===== config.mk =====
export PLATFORM = sky130hd
export DESIGN_NAME = acc_move_port
export DESIGN_NICKNAME = d
export VERILOG_FILES = /design/src/rtl/acc_move_port.sv
export SDC_FILE = /design/constraint.sdc
export NUM_CORES = 1
export LEC_CHECK = 0
export ABC_CLOCK_PERIOD_IN_PS = 2800
export BUFFER_PORTS_ARGS = -buffer_cell sky130_fd_sc_hd__buf_2
export CAP_MARGIN = 30
export CORE_MARGIN = 4
export CORE_UTILIZATION = 52
export CTS_CLUSTER_DIAMETER = 200
export DETAILED_ROUTE_END_ITERATION = 8
export GPL_ROUTABILITY_DRIVEN = 1
export PLACE_DENSITY = 0.77
export RECOVER_POWER = 50
export SYNTH_ARGS = -nofsm -noshare
export SYNTH_HDL_FRONTEND = slang
export SYNTH_SLANG_ARGS = --single-unit

===== constraint.sdc =====
create_clock -name clk -period 2.8 [get_ports clk]
set_clock_uncertainty 0.15 [all_clocks]
set_input_delay 0.28 -clock clk [delete_from_list [all_inputs] [get_ports clk]]
set_output_delay 0.28 -clock clk [all_outputs]
set_load 0.01 [all_outputs]

===== src/rtl/acc_move_port.sv =====
module acc_move_port #(
  parameter int EXT_W  = 8,
  parameter int WORD_W = 24
) (
  input  logic                clk,
  input  logic                rst,
  input  logic [1:0]          scale,
  input  logic                wr_en,
  input  logic [3:0]          wr_sel,
  input  logic [2*WORD_W-1:0] wr_data,
  input  logic                rd_en,
  input  logic [3:0]          rd_sel,
  output logic [2*WORD_W-1:0] rd_data,
  output logic                limited,
  input  logic                limit_clr,
  output logic                limit_flag
);
  localparam int ACC_W = EXT_W + 2*WORD_W;
  localparam int TOP_W = EXT_W + 1;
  localparam logic [3:0] S_A0 = 4'd0, S_A1 = 4'd1, S_A2 = 4'd2, S_A = 4'd3,
                         S_B0 = 4'd4, S_B1 = 4'd5, S_B2 = 4'd6, S_B = 4'd7,
                         S_AB = 4'd8;
  localparam logic [WORD_W-1:0] POS_MAX = {1'b0, {(WORD_W-1){1'b1}}};
  localparam logic [WORD_W-1:0] NEG_MAX = {1'b1, {(WORD_W-1){1'b0}}};

  logic [ACC_W-1:0] acc_a, acc_b;

  function automatic logic [ACC_W-1:0] widen(input logic [WORD_W-1:0] w);
    return {{EXT_W{w[WORD_W-1]}}, w, {WORD_W{1'b0}}};
  endfunction

  function automatic logic [WORD_W:0] limit(input logic [ACC_W-1:0] v, input logic [1:0] sc);
    logic [ACC_W-1:0] s;
    logic [TOP_W-1:0] top;
    case (sc)
      2'b01:   s = {v[ACC_W-1], v[ACC_W-1:1]};
      2'b10:   s = {v[ACC_W-2:0], 1'b0};
      default: s = v;
    endcase
    top = s[ACC_W-1 -: TOP_W];
    if (&top || ~|top) return {1'b0, s[2*WORD_W-1:WORD_W]};
    return {1'b1, s[ACC_W-1] ? NEG_MAX : POS_MAX};
  endfunction

  always_ff @(posedge clk) begin
    if (rst) begin
      acc_a <= '0;
      acc_b <= '0;
    end else if (wr_en) begin
      case (wr_sel)
        S_A0: acc_a[WORD_W-1:0]          <= wr_data[WORD_W-1:0];
        S_A1: acc_a[2*WORD_W-1:WORD_W]   <= wr_data[WORD_W-1:0];
        S_A2: acc_a[ACC_W-1:2*WORD_W]    <= wr_data[EXT_W-1:0];
        S_A:  acc_a                      <= widen(wr_data[WORD_W-1:0]);
        S_B0: acc_b[WORD_W-1:0]          <= wr_data[WORD_W-1:0];
        S_B1: acc_b[2*WORD_W-1:WORD_W]   <= wr_data[WORD_W-1:0];
        S_B2: acc_b[ACC_W-1:2*WORD_W]    <= wr_data[EXT_W-1:0];
        S_B:  acc_b                      <= widen(wr_data[WORD_W-1:0]);
        S_AB: begin
          acc_a <= widen(wr_data[2*WORD_W-1:WORD_W]);
          acc_b <= widen(wr_data[WORD_W-1:0]);
        end
        default: ;
      endcase
    end
  end

  logic [WORD_W:0] lim_a, lim_b;
  assign lim_a = limit(acc_a, scale);
  assign lim_b = limit(acc_b, scale);

  always_comb begin
    rd_data = '0;
    limited = 1'b0;
    case (rd_sel)
      S_A0: rd_data[WORD_W-1:0] = acc_a[WORD_W-1:0];
      S_A1: rd_data[WORD_W-1:0] = acc_a[2*WORD_W-1:WORD_W];
      S_A2: rd_data[WORD_W-1:0] = {{(WORD_W-EXT_W){acc_a[ACC_W-1]}}, acc_a[ACC_W-1:2*WORD_W]};
      S_A:  {limited, rd_data[WORD_W-1:0]} = lim_a;
      S_B0: rd_data[WORD_W-1:0] = acc_b[WORD_W-1:0];
      S_B1: rd_data[WORD_W-1:0] = acc_b[2*WORD_W-1:WORD_W];
      S_B2: rd_data[WORD_W-1:0] = {{(WORD_W-EXT_W){acc_b[ACC_W-1]}}, acc_b[ACC_W-1:2*WORD_W]};
      S_B:  {limited, rd_data[WORD_W-1:0]} = lim_b;
      S_AB: begin
        rd_data = {lim_a[WORD_W-1:0], lim_b[WORD_W-1:0]};
        limited = lim_a[WORD_W] | lim_b[WORD_W];
      end
      default: ;
    endcase
  end

  always_ff @(posedge clk) begin
    if (rst) limit_flag <= 1'b0;
    else     limit_flag <= (limit_flag & ~limit_clr) | (rd_en & limited);
  end

  p_reset_clears_r1: assert property (@(posedge clk)
    $past(rst) |-> (acc_a == '0 && acc_b == '0 && !limit_flag));

  p_whole_write_r2: assert property (@(posedge clk) disable iff (rst)
    (wr_en && wr_sel == S_A) |=>
      acc_a == {{EXT_W{$past(wr_data[WORD_W-1])}}, $past(wr_data[WORD_W-1:0]), {WORD_W{1'b0}}});

  p_part_write_r3: assert property (@(posedge clk) disable iff (rst)
    (wr_en && wr_sel == S_A0) |=> $stable(acc_a[ACC_W-1:WORD_W]));

  p_sat_value_r6: assert property (@(posedge clk) disable iff (rst)
    (limited && (rd_sel == S_A || rd_sel == S_B)) |->
      (rd_data[WORD_W-1:0] == POS_MAX || rd_data[WORD_W-1:0] == NEG_MAX));

  p_flag_sticky_r8: assert property (@(posedge clk) disable iff (rst)
    (limit_flag && !limit_clr) |=> limit_flag);

  p_flag_set_r8: assert property (@(posedge clk) disable iff (rst)
    (rd_en && limited) |=> limit_flag);

  p_bad_code_r9: assert property (@(posedge clk) disable iff (rst)
    (wr_en && wr_sel > S_AB) |=> ($stable(acc_a) && $stable(acc_b)));

  p_isolate_r10: assert property (@(posedge clk) disable iff (rst)
    (wr_en && wr_sel <= S_A) |=> $stable(acc_b));
endmodule


### Yosys cells after proc, flatten, opt, wreduce, memory -nomap -nowiden

Index checks and enable logic that the tools add are counted.

| word-level totals | value |
|---|---|
| register bits after elaboration | 113 |
| output and inout port bits | 50 |
| logic and storage cells | 74 |

| cells by class | value |
|---|---|
| equal/unequal tests | 18 |
| muxes and demuxes | 18 |
| bitwise operators | 5 |
| reduce and logical (&&, ||, !) cells | 26 |

Operator list:

| cell | number |
|---|---|
| case mux 56 bit (2 select lines) | 2 |
| case mux 24 bit (8 select lines) | 1 |
| case mux 24 bit (2 select lines) | 3 |
| two-way mux 25 bit | 4 |
| two-way mux 24 bit | 3 |
| equality test 4 x 3 -> 1 bit (second input constant) | 8 |
| case mux 8 bit (3 select lines) | 1 |
| AND reduction 9 bit | 2 |
| OR reduction 9 bit | 2 |
| equality test 4 x 2 -> 1 bit (second input constant) | 4 |
| case mux 8 bit (2 select lines) | 1 |
| AND reduction 2 bit | 6 |
| equality test 4 x 1 -> 1 bit (second input constant) | 2 |
| equality test 4 bit (second input constant) | 2 |
| logical NOT 4 bit | 2 |
| nonzero test 2 bit | 4 |
| OR reduction 2 bit | 4 |
| case mux 1 bit (3 select lines) | 1 |
| nonzero test 3 bit | 1 |
| OR reduction 3 bit | 1 |
| bitwise AND 1 bit | 2 |
| equality test 2 x 1 -> 1 bit (second input constant) | 1 |
| equality test 2 bit (second input constant) | 1 |
| logical NOT 1 bit | 2 |
| 4 further kinds | 7 |

### Longest topological paths before layout

Gate-level depths: netlist (run 1).

| depth | value |
|---|---|
| depth in word-level cells | 11 |
| depth in mapped cells | 13 |
| gate-level depth less buffers | 8 |

### Worst setup path after synthesis (run 1)

Ideal clock, no wire load.

| timing | value |
|---|---|
| path kind | in2out |
| start point | input scale[0] |
| end point | output rd_data[12] |
| arrival time | 2.362 ns |
| required time | 2.370 ns |
| slack | 0.008 ns |
| stages on the path | 11 |
| path buffers | 3 |
| path through | inv_1 ha_1 buf_6 buf_6 a221oi_1 o22ai_1 or3_4 o211a_4 nor3_4 buf_6 o211ai_1 |

| on the way | value |
|---|---|
| cells in the longest elaborated chain, start to end | 8 |

Ends and longest elaborated chain:

| what | line | source |
|---|---|---|
| from (decl) | 7 | `input logic [1:0] scale,` |
| equality test 2 bit / equality test 2 x 1 -> 1 bit (equally long branches) | 35 | `case (sc)` |
| case mux 56 bit (2 select lines) | 35 |  |
| OR reduction 9 bit | 41 | `if (&top \|\| ~\|top) return {1'b0, s[2*WORD_W-1:WORD_W]};` |
| logical NOT 1 bit | 41 |  |
| logical OR 1 bit | 41 |  |
| two-way mux 1 bit | 41 |  |
| two-way mux 25 bit | 42 | `return {1'b1, s[ACC_W-1] ? NEG_MAX : POS_MAX};` |
| case mux 24 bit (8 select lines) * | 75 | `case (rd_sel)` |
| to (decl) | 13 | `output logic [2*WORD_W-1:0] rd_data,` |

Every way passes the cells marked *; elsewhere a longest branch is shown, timed or not. The select of a mux whose other input is x is not followed.

### Final worst setup path (run 1)

| timing | value |
|---|---|
| start point | input scale[0] |
| end point | output rd_data[22] |

The elaborated chain is that of the path after synthesis.

==> results of run 1 <==
==> per-layer routing <==
metal | vias up | share of wire | track usage
met1 | 3941 | 0.42 | 0.449
met3 | 68 | 0.12 | 0.0863
met2 | 537 | 0.43 | 0.454
li1 | 3929 | - | -
met5 | - | 0 | 0
met4 | 0 | 0.029 | 0.0978
==> worst min path at each step <==
stage	start	endpoint	slack, ns	cells past startpoint
3_3_place_gp	acc_b[12]$_SDFFE_PP0P_	acc_b[12]$_SDFFE_PP0P_	0.29	2
2_1_floorplan	wr_data[0]	acc_b[24]$_SDFFE_PP0P_	0.27	2
5_1_grt	wr_data[37]	acc_a[37]$_SDFFE_PP0P_	0.01	3
4_1_cts	wr_data[17]	acc_b[41]$_SDFFE_PP0P_	0.001	3
6_report	wr_data[37]	acc_a[37]$_SDFFE_PP0P_	-0.008	3
3_5_place_dp	acc_b[10]$_SDFFE_PP0P_	acc_b[10]$_SDFFE_PP0P_	0.29	2
==> cell families (layout without fill, tap and decap cells) <==
kind of cell	Yosys count	in the layout
and+or+nand+nor	327	327
AOI/OAI and AO/OA	404	404
DFF	113	113
muxes	27	27
buffers and inverters	112	236
adders and majority gates	2	2
xor gates and xnor gates	1	1
==> power breakdown <==
group	total (mW)	switching, mW	internal, mW
combinational	1.03	0.598	0.433
sequential	1.75	0.0787	1.67
clock	2.18	0.719	1.46
==> layout make-up <==
class | count | share of cell area
Multi-Input combinational cell | 761 | 0.519
Sequential cell | 113 | 0.245
Timing Repair Buffer | 199 | 0.145
Clock buffer | 25 | 0.0523
Tap cell | 180 | 0.0243
Clock inverter | 5 | 0.0110
Inverter | 7 | 0.00283
==> Yosys cell counts, drive strengths merged, types with 2 or more instances <==
library cell / instances / area, um^2
nor2: 87 / 327
nor4: 6 / 52.6
a311oi: 31 / 272
a21o: 3 / 22.5
a221o: 55 / 551
o211ai: 19 / 143
nand3b: 2 / 15.0
a22oi: 36 / 270
nand2b: 6 / 37.5
a221oi: 8 / 70.1
o22ai: 5 / 31.3
nand4b: 3 / 26.3
nand2: 140 / 526
mux2i: 27 / 270
a21oi: 94 / 470
o221ai: 7 / 61.3
dfxtp: 113 / 2260
o21ai: 89 / 449
nor3: 15 / 86.3
a21boi: 2 / 15.0
o31ai: 2 / 15.0
a31o: 2 / 17.5
or3: 2 / 17.5
nand3: 31 / 155
buf: 36 / 210
inv: 7 / 26.3
a22o: 5 / 43.8
nor2b: 14 / 87.6
ha: 2 / 25.0
and2: 4 / 25.0
nor4b: 2 / 38.8
clkbuf: 69 / 259
o21bai: 24 / 180
and3: 10 / 62.6
a31oi: 17 / 106
==> tightest hold or removal path: stages <==
cell and delay, ns:
sky130_fd_sc_hd__buf_2 0.10, sky130_fd_sc_hd__nand2_1 0.05, sky130_fd_sc_hd__a311oi_1 0.07
==> through the flow <==
step	instances	setup slack (ns)
4_1_cts	1288	-0.0597
3_5_place_dp	1237	-0.190
6_report	1290	-0.0900
3_3_place_gp	1237	-0.131
5_1_grt	1290	-0.190
2_1_floorplan	986	0.00812
==> what timing repair did <==
action | in CTS | in global routing
setup endpoints to repair | 47 | 47
hold buffers | 17 | 0
hold endpoints to repair | 19 | 0
gates resized for setup | 38 | 28
gates cloned | 1 | 0
setup buffers | 3 | 2
pin swaps | 6 | 9
==> placed cells by master (no fill, tap or decap), types with 5 or more instances in the layout <==
master                            n
sky130_fd_sc_hd__a221oi_2         6
sky130_fd_sc_hd__nor2b_1         13
sky130_fd_sc_hd__a31oi_1         17
sky130_fd_sc_hd__o21ai_1          5
sky130_fd_sc_hd__o21ai_0         79
sky130_fd_sc_hd__nor2_1          87
sky130_fd_sc_hd__nand3_1         31
sky130_fd_sc_hd__nor3_1           7
sky130_fd_sc_hd__inv_1            6
sky130_fd_sc_hd__nand2_1        139
sky130_fd_sc_hd__clkbuf_1        10
sky130_fd_sc_hd__dfxtp_2          8
sky130_fd_sc_hd__buf_6            5
sky130_fd_sc_hd__buf_2          108
sky130_fd_sc_hd__clkbuf_16       17
sky130_fd_sc_hd__o21bai_1        24
sky130_fd_sc_hd__o211ai_1        19
sky130_fd_sc_hd__a22o_1           5
sky130_fd_sc_hd__a311oi_1        31
sky130_fd_sc_hd__a22oi_1         34
sky130_fd_sc_hd__and3_1          10
sky130_fd_sc_hd__dfxtp_1        103
sky130_fd_sc_hd__o22ai_1          5
sky130_fd_sc_hd__nand2b_1         6
sky130_fd_sc_hd__a21oi_1         91
sky130_fd_sc_hd__a221o_1         55
sky130_fd_sc_hd__mux2i_1         27
sky130_fd_sc_hd__buf_4           53
sky130_fd_sc_hd__dlygate4sd3_1   17
sky130_fd_sc_hd__buf_12           7
==> flip-flops by register name (all words and copies together) (netlist names) <==
signal      cells
acc_a          56
acc_b          56
limit_flag      1
==> results.py, run 1 <==
metrics = {
    "drt": {
        "detail_route.iter0.violations": 1336,
        "drt_pass1_iterations": 6,
        "route.detailed.drc": 0,
        "wire_per_inst_um": 20.5,
        "finalWirelength_mm": 26.5,
        "dr_total_vias": 8475,
        "route.antenna.remaining_nets": 0,
        "routed_via_density": 6.57,
    },
    "finish": {
        "multi_input_area_mm2": 0.00482,
        "sequential_cell_area_mm2": 0.00228,
        "design_area_mm2": 0.00929,
        "finish.utilization": 0.672,
        "n_fill_cell": 1110,
        "area_delta_synth_final_pct": 26.7,
        "num_antenna_cells": 0,
        "fin_nets": 1164,
        "share_of_final_layout_standard_cells_stronger_than_drive_strength_1": 0.235,
    },
    "critical_path": {
        "critical_path_required_ns": 2.37,
        "crit_type": "input pin to output port",
        "rr_startpoint": "acc_b[51]$_SDFFE_PP0P_",
        "cpLargestDelayFamily": "compound AO/OA/AOI/OAI gates",
        "path_cells": "buf_2 > buf_4 > ha_4 > buf_4 > a221oi_2 > o22ai_1 > or2_4 > o211a_4 > nor3_4 > buf_12 > o211ai_1 > buf_2",
        "crit_path_from": "scale[0]",
        "crit_path_top_delay_cell": "sky130_fd_sc_hd__or2_4",
        "crit_cells": 12,
        "crit_arrival_ns": 2.46,
        "rr_endpoint": "limit_flag$_SDFF_PP0_",
        "crit_buf_inv": 5,
        "critical_path.startpoint_type": "input pin",
        "ff2ff_path_depth": 8,
        "timing.reg2reg.setup_slack_ns": 0.66,
        "worst-path-max-fanout": 16,
        "setup.worst_path.end": "rd_data[22]",
        "critical_path.max_stage_delay_ns": 0.30,
        "timing.critical_path.to_type": "output port",
    },
    "global_routing": {
        "grt_first_pass_wirelength_mm": 40.8,
        "pin_count_of_the_biggest_net_entering_global_routing": 62,
        "grt_pass1_vias": 7581,
        "globalRouteOverflowTotal": 0,
        "gr-usage-all-layers": 0.313,
        "antenna_found_initial": 0,
    },
    "pwr": {
        "leakage_nw": 3.61,
        "total_power_mw": 4.96,
        "peakVddDrop_mv": 0.344,
        "powerDensity_mw_per_mm2": 534,
    },
    "min_path": {
        "holdCritPathClass": "input pin to flop",
    },
    "floorplanning": {
        "boundaryPins": 113,
        "start_util": 0.530,
        "dieHeight_um": 127,
        "row_count": 43,
        "fp.dieArea_mm2": 0.0161,
        "die_x_um": 127,
        "core_ar_mm2": 0.0138,
    },
    "synthesis": {
        "muxShareOfSynthArea": 0.0369,
        "synth_adder_area_share": 0.00341,
        "synth-warning-count": 0,
        "synthArstFlopShare": 0,
        "ys_dominant_reg_cell": "sky130_fd_sc_hd__dfxtp_1",
        "synth_top_family_by_area": "compound AO/OA/AOI/OAI gates",
        "synth_simple_gate_area_frac": 0.204,
        "yosys.area_share.xor_xnor": 0.00119,
        "synth-compound-area-share": 0.378,
        "synth-seq-cells": 113,
        "synth.yosys.seq_area_share": 0.309,
        "synth_edf_count": 0,
        "netlist_area_mm2": 0.00733,
        "synthesis.area_per_instance_um2": 7.43,
        "number_of_nets_in_the_synthesized_netlist": 1051,
        "synth_cell_type_count": 56,
        "syn_inst": 986,
    },
    "placement": {
        "placement.io_buffers": 112,
        "dpl-instance-area_mm2": 0.00824,
        "gp_routability_congestion": 0.935,
        "hpwl_mm": 17.8,
    },
    "outcome": {
        "failed_checks": "hold timing, setup timing",
        "status": "finished with violations",
    },
    "timing": {
        "report.final.hold_viol_count": 1,
        "fmaxAchievable_mhz": 346,
        "setup_slack_ns": -0.0900,
        "setup-violations-final": 18,
        "maxSlewHeadroom": 0.0107,
        "slew_viols_final": 0,
        "unrepaired_setup_endpoints_after_global_routing": "yes",
        "max_slew.worst_pin.slew_ns": 1.48,
        "total_negative_setup_slacks_ns": -1.16,
        "period_needed_ns": 2.89,
        "period_utilization_post_route": 1.03,
        "fin_worst_hold_slack_ns": -0.00831,
    },
    "clocking": {
        "clock_tree.htree_level_count": 4,
        "clk_path_buf_depth": 2,
        "clk-insertion-delay-late_ns": 0.41,
        "cts.root.buffer_cell": "sky130_fd_sc_hd__clkbuf_16",
        "tritoncts": "yes",
        "clock_slew_at_the_register_clock_pins_of_the_worst_setup_and_hold_paths_ns": 0.05,
        "cts_inserted_buffers": 17,
        "tritoncts_num_sinks": 113,
    },
    "run": {
        "max-cap-violations": 0,
    },
}
(Power assumes the default switching activity.)
==> run 2: changes to the inputs <==
==> config.mk (replaced) <==
export PLATFORM = sky130hd
export DESIGN_NAME = acc_move_port
export DESIGN_NICKNAME = d
export VERILOG_FILES = /design/src/rtl/acc_move_port.sv
export SDC_FILE = /design/constraint.sdc
export NUM_CORES = 1
export LEC_CHECK = 0
export ABC_CLOCK_PERIOD_IN_PS = 2900
export CAP_MARGIN = 30
export CORE_MARGIN = 4
export CORE_UTILIZATION = 55
export CTS_CLUSTER_DIAMETER = 200
export DETAILED_ROUTE_END_ITERATION = 8
export DONT_BUFFER_PORTS = 1
export GPL_ROUTABILITY_DRIVEN = 1
export PLACE_DENSITY = 0.7
export RECOVER_POWER = 50
export SYNTH_ARGS = -nofsm -noshare
export SYNTH_HDL_FRONTEND = slang
export SYNTH_SLANG_ARGS = --single-unit
==> constraint.sdc (replaced) <==
create_clock -name clk -period 2.9 [get_ports clk]
set_clock_uncertainty 0.15 [all_clocks]
set_input_delay 0.29 -clock clk [delete_from_list [all_inputs] [get_ports clk]]
set_output_delay 0.29 -clock clk [all_outputs]
set_load 0.01 [all_outputs]
==> run 2 against run 1 <==
  * The run ends with setup timing left
  * Sequential power decreased by 3%
  * Largest cell class unchanged
  * Routed wire length increased by 4.4%
  * Cell count decreased by 6.3%
  * Combinational power decreased by 9.9%
  * Count of clock-buffer cells in the layout decreased by 7
  * Core utilization increased by 3.3 points
  * Die area decreased by 5.1%
  * Setup slack improved by 0.055 ns
  * Clock power decreased by 8%
  * Total power decreased by 6.9%
  * Global-route usage increased by 3.6 points
==> results.py, run 2 (synthesis gave the netlist of run 1 again) <==
metrics = {
    "drt": {
        "detail_route.iter0.violations": 1413,
        "routed_via_density": 6.92,
        "finalWirelength_mm": 27.7,
        "wire_per_inst_um": 22.9,
        "drt_pass1_iterations": 6,
        "dr_total_vias": 8369,
        "route.antenna.remaining_nets": 0,
        "route.detailed.drc": 0,
    },
    "timing": {
        "fmaxAchievable_mhz": 341,
        "setup-violations-final": 8,
        "report.final.hold_viol_count": 0,
        "unrepaired_setup_endpoints_after_global_routing": "yes",
        "slew_viols_final": 0,
        "period_utilization_post_route": 1.01,
        "max_slew.worst_pin.slew_ns": 1.33,
        "maxSlewHeadroom": 0.108,
        "period_needed_ns": 2.93,
        "setup_slack_ns": -0.0346,
    },
    "critical_path": {
        "ff2ff_path_depth": 8,
        "crit_path_top_delay_cell": "sky130_fd_sc_hd__dfxtp_4",
        "timing.critical_path.to_type": "output port",
        "path_cells": "a221oi_4 > o22ai_2 > or3_4 > o211a_4 > buf_6 > nor3_2 > o221ai_1 > buf_4",
        "crit_cells": 8,
        "critical_path.max_stage_delay_ns": 0.37,
        "rr_startpoint": "acc_a[50]$_SDFFE_PP0P_",
        "crit_type": "flop to output port",
        "crit_path_from": "acc_b[48]$_SDFFE_PP0P_",
        "worst-path-max-fanout": 4,
        "crit_buf_inv": 2,
        "critical_path.startpoint_type": "flop",
        "critical_path_required_ns": 2.46,
        "crit_arrival_ns": 2.49,
        "cpLargestDelayFamily": "compound AO/OA/AOI/OAI gates",
    },
    "floorplanning": {
        "fp.dieArea_mm2": 0.0152,
        "start_util": 0.572,
        "core_ar_mm2": 0.0128,
        "dieHeight_um": 123,
        "row_count": 41,
        "die_x_um": 123,
        "boundaryPins": 113,
    },
    "pwr": {
        "peakVddDrop_mv": 0.510,
        "total_power_mw": 4.61,
        "leakage_nw": 3.24,
        "powerDensity_mw_per_mm2": 511,
    },
    "global_routing": {
        "gr-usage-all-layers": 0.349,
        "grt_pass1_vias": 7351,
        "antenna_found_initial": 0,
        "globalRouteOverflowTotal": 0,
        "pin_count_of_the_biggest_net_entering_global_routing": 113,
        "grt_first_pass_wirelength_mm": 41.0,
    },
    "outcome": {
        "failed_checks": "setup timing",
        "status": "finished with violations",
    },
    "placement": {
        "numPlacedInstances": 1118,
        "pre_cts_ws_ns": -0.0422,
        "dpl-instance-area_mm2": 0.00766,
        "placement.io_buffers": 0,
        "hpwl_mm": 18.5,
        "gp_routability_congestion": 0.942,
    },
    "clocking": {
        "clk_path_buf_depth": 2,
        "cts.root.buffer_cell": "sky130_fd_sc_hd__clkbuf_16",
        "tritoncts_num_sinks": 113,
        "clock_slew_at_the_register_clock_pins_of_the_worst_setup_and_hold_paths_ns": 0.06,
        "cts_inserted_buffers": 17,
        "clock_tree.htree_level_count": 4,
        "clk-insertion-delay-late_ns": 0.41,
        "tritoncts": "yes",
    },
    "finish": {
        "design_area_mm2": 0.00903,
        "layout.cells.most_common_list": "sky130_fd_sc_hd__nand2_1, sky130_fd_sc_hd__dfxtp_1, sky130_fd_sc_hd__nor2_1",
        "largestRegisters": "acc_a: 56 flops, acc_b: 56 flops, limit_flag: 1 flops",
        "fin_nets": 1087,
        "n_fill_cell": 1038,
        "number_of_non_filler_instances_in_the_completed_layout": 1209,
        "finish.utilization": 0.704,
        "share_of_final_layout_standard_cells_stronger_than_drive_strength_1": 0.157,
        "most_common_cell_after_layout_fill_and_taps_aside": "sky130_fd_sc_hd__nand2_1",
        "area_delta_synth_final_pct": 23.2,
    },
    "min_path": {
        "holdCritPathClass": "input pin to flop",
        "startpoint_of_the_most_critical_hold_path": "wr_sel[2]",
        "worstHoldPathCells": 2,
    },
    "run": {
        "max-cap-violations": 0,
    },
}
-- run 2: cell count changes in the layout (fill, tap and decap cells not counted), moves of 3 or more --
cell                            delta
sky130_fd_sc_hd__clkinv_4          +4
sky130_fd_sc_hd__clkbuf_1          -7
sky130_fd_sc_hd__a21oi_2          +15
sky130_fd_sc_hd__buf_2           -108
sky130_fd_sc_hd__dlygate4sd3_1    +36
sky130_fd_sc_hd__a21oi_1          -15
sky130_fd_sc_hd__dfxtp_4           +3
sky130_fd_sc_hd__inv_6             +4
-- run 2: final timing paths --
| check | end | slack, ns |
|---|---|---|
| worst min-delay path | acc_a[30]$_SDFFE_PP0P_ | 0.02 |
| worst max register to register | limit_flag$_SDFF_PP0_ | 0.71 |
| worst min register to register | acc_b[12]$_SDFFE_PP0P_ | 0.30 |
| worst max-delay path | rd_data[6] | -0.03 |
-- run 2: layer usage --
layer	routed length (um)	track usage	share of wire
met5	0	0	0
met4	568	0.0837	0.021
met3	3770	0.103	0.14
met2	11600	0.500	0.42
met1	11700	0.512	0.42
-- run 2: final cells by class --
class,instances,area (um^2),area share
Clock inverter,14,130,0.0144
Tap cell,172,215,0.0238
Inverter,7,30.0,0.00332
Timing Repair Buffer,122,1130,0.125
Antenna cell,2,5.00,0.000554
Multi-Input combinational cell,761,4800,0.531
Sequential cell,113,2290,0.253
Clock buffer,18,439,0.0486
-- run 2: worst reg2reg max path, cell delays in order (launching register included) --
cell and delay [ns]:
sky130_fd_sc_hd__dfxtp_2 0.40, sky130_fd_sc_hd__a22oi_1 0.11, sky130_fd_sc_hd__o21ai_1 0.23, sky130_fd_sc_hd__nand4b_1 0.19
sky130_fd_sc_hd__nor4_4 0.36, sky130_fd_sc_hd__buf_4 0.17, sky130_fd_sc_hd__buf_4 0.18, sky130_fd_sc_hd__o31ai_1 0.10
sky130_fd_sc_hd__a31o_2 0.22
-- run 2: what timing repair did --
item / 4_1_cts / 5_1_grt
cloned: 0 / 1
buffers inserted: 0 / 2
hold buffers: 54 / 0
endpoints found under the hold margin: 113 / 0
endpoints found under the setup margin: 46 / 47
pin swaps: 5 / 8
resized for setup: 14 / 56
-- run 2: report_power, final --
group | switching, mW | total (mW) | internal (mW)
Sequential | 0.0785 | 1.69 | 1.61
Clock | 0.789 | 2.00 | 1.21
Combinational | 0.537 | 0.928 | 0.391
-- run 2: metrics by stage --
stage                     setup TNS, ns  hold WS (ns)
after floorplan                       0         0.276
after CTS                             0      0.000729
after global placement         -0.00146         0.232
final                           -0.0890        0.0227
after global routing              -1.30        0.0113
after detailed placement         -0.643         0.226
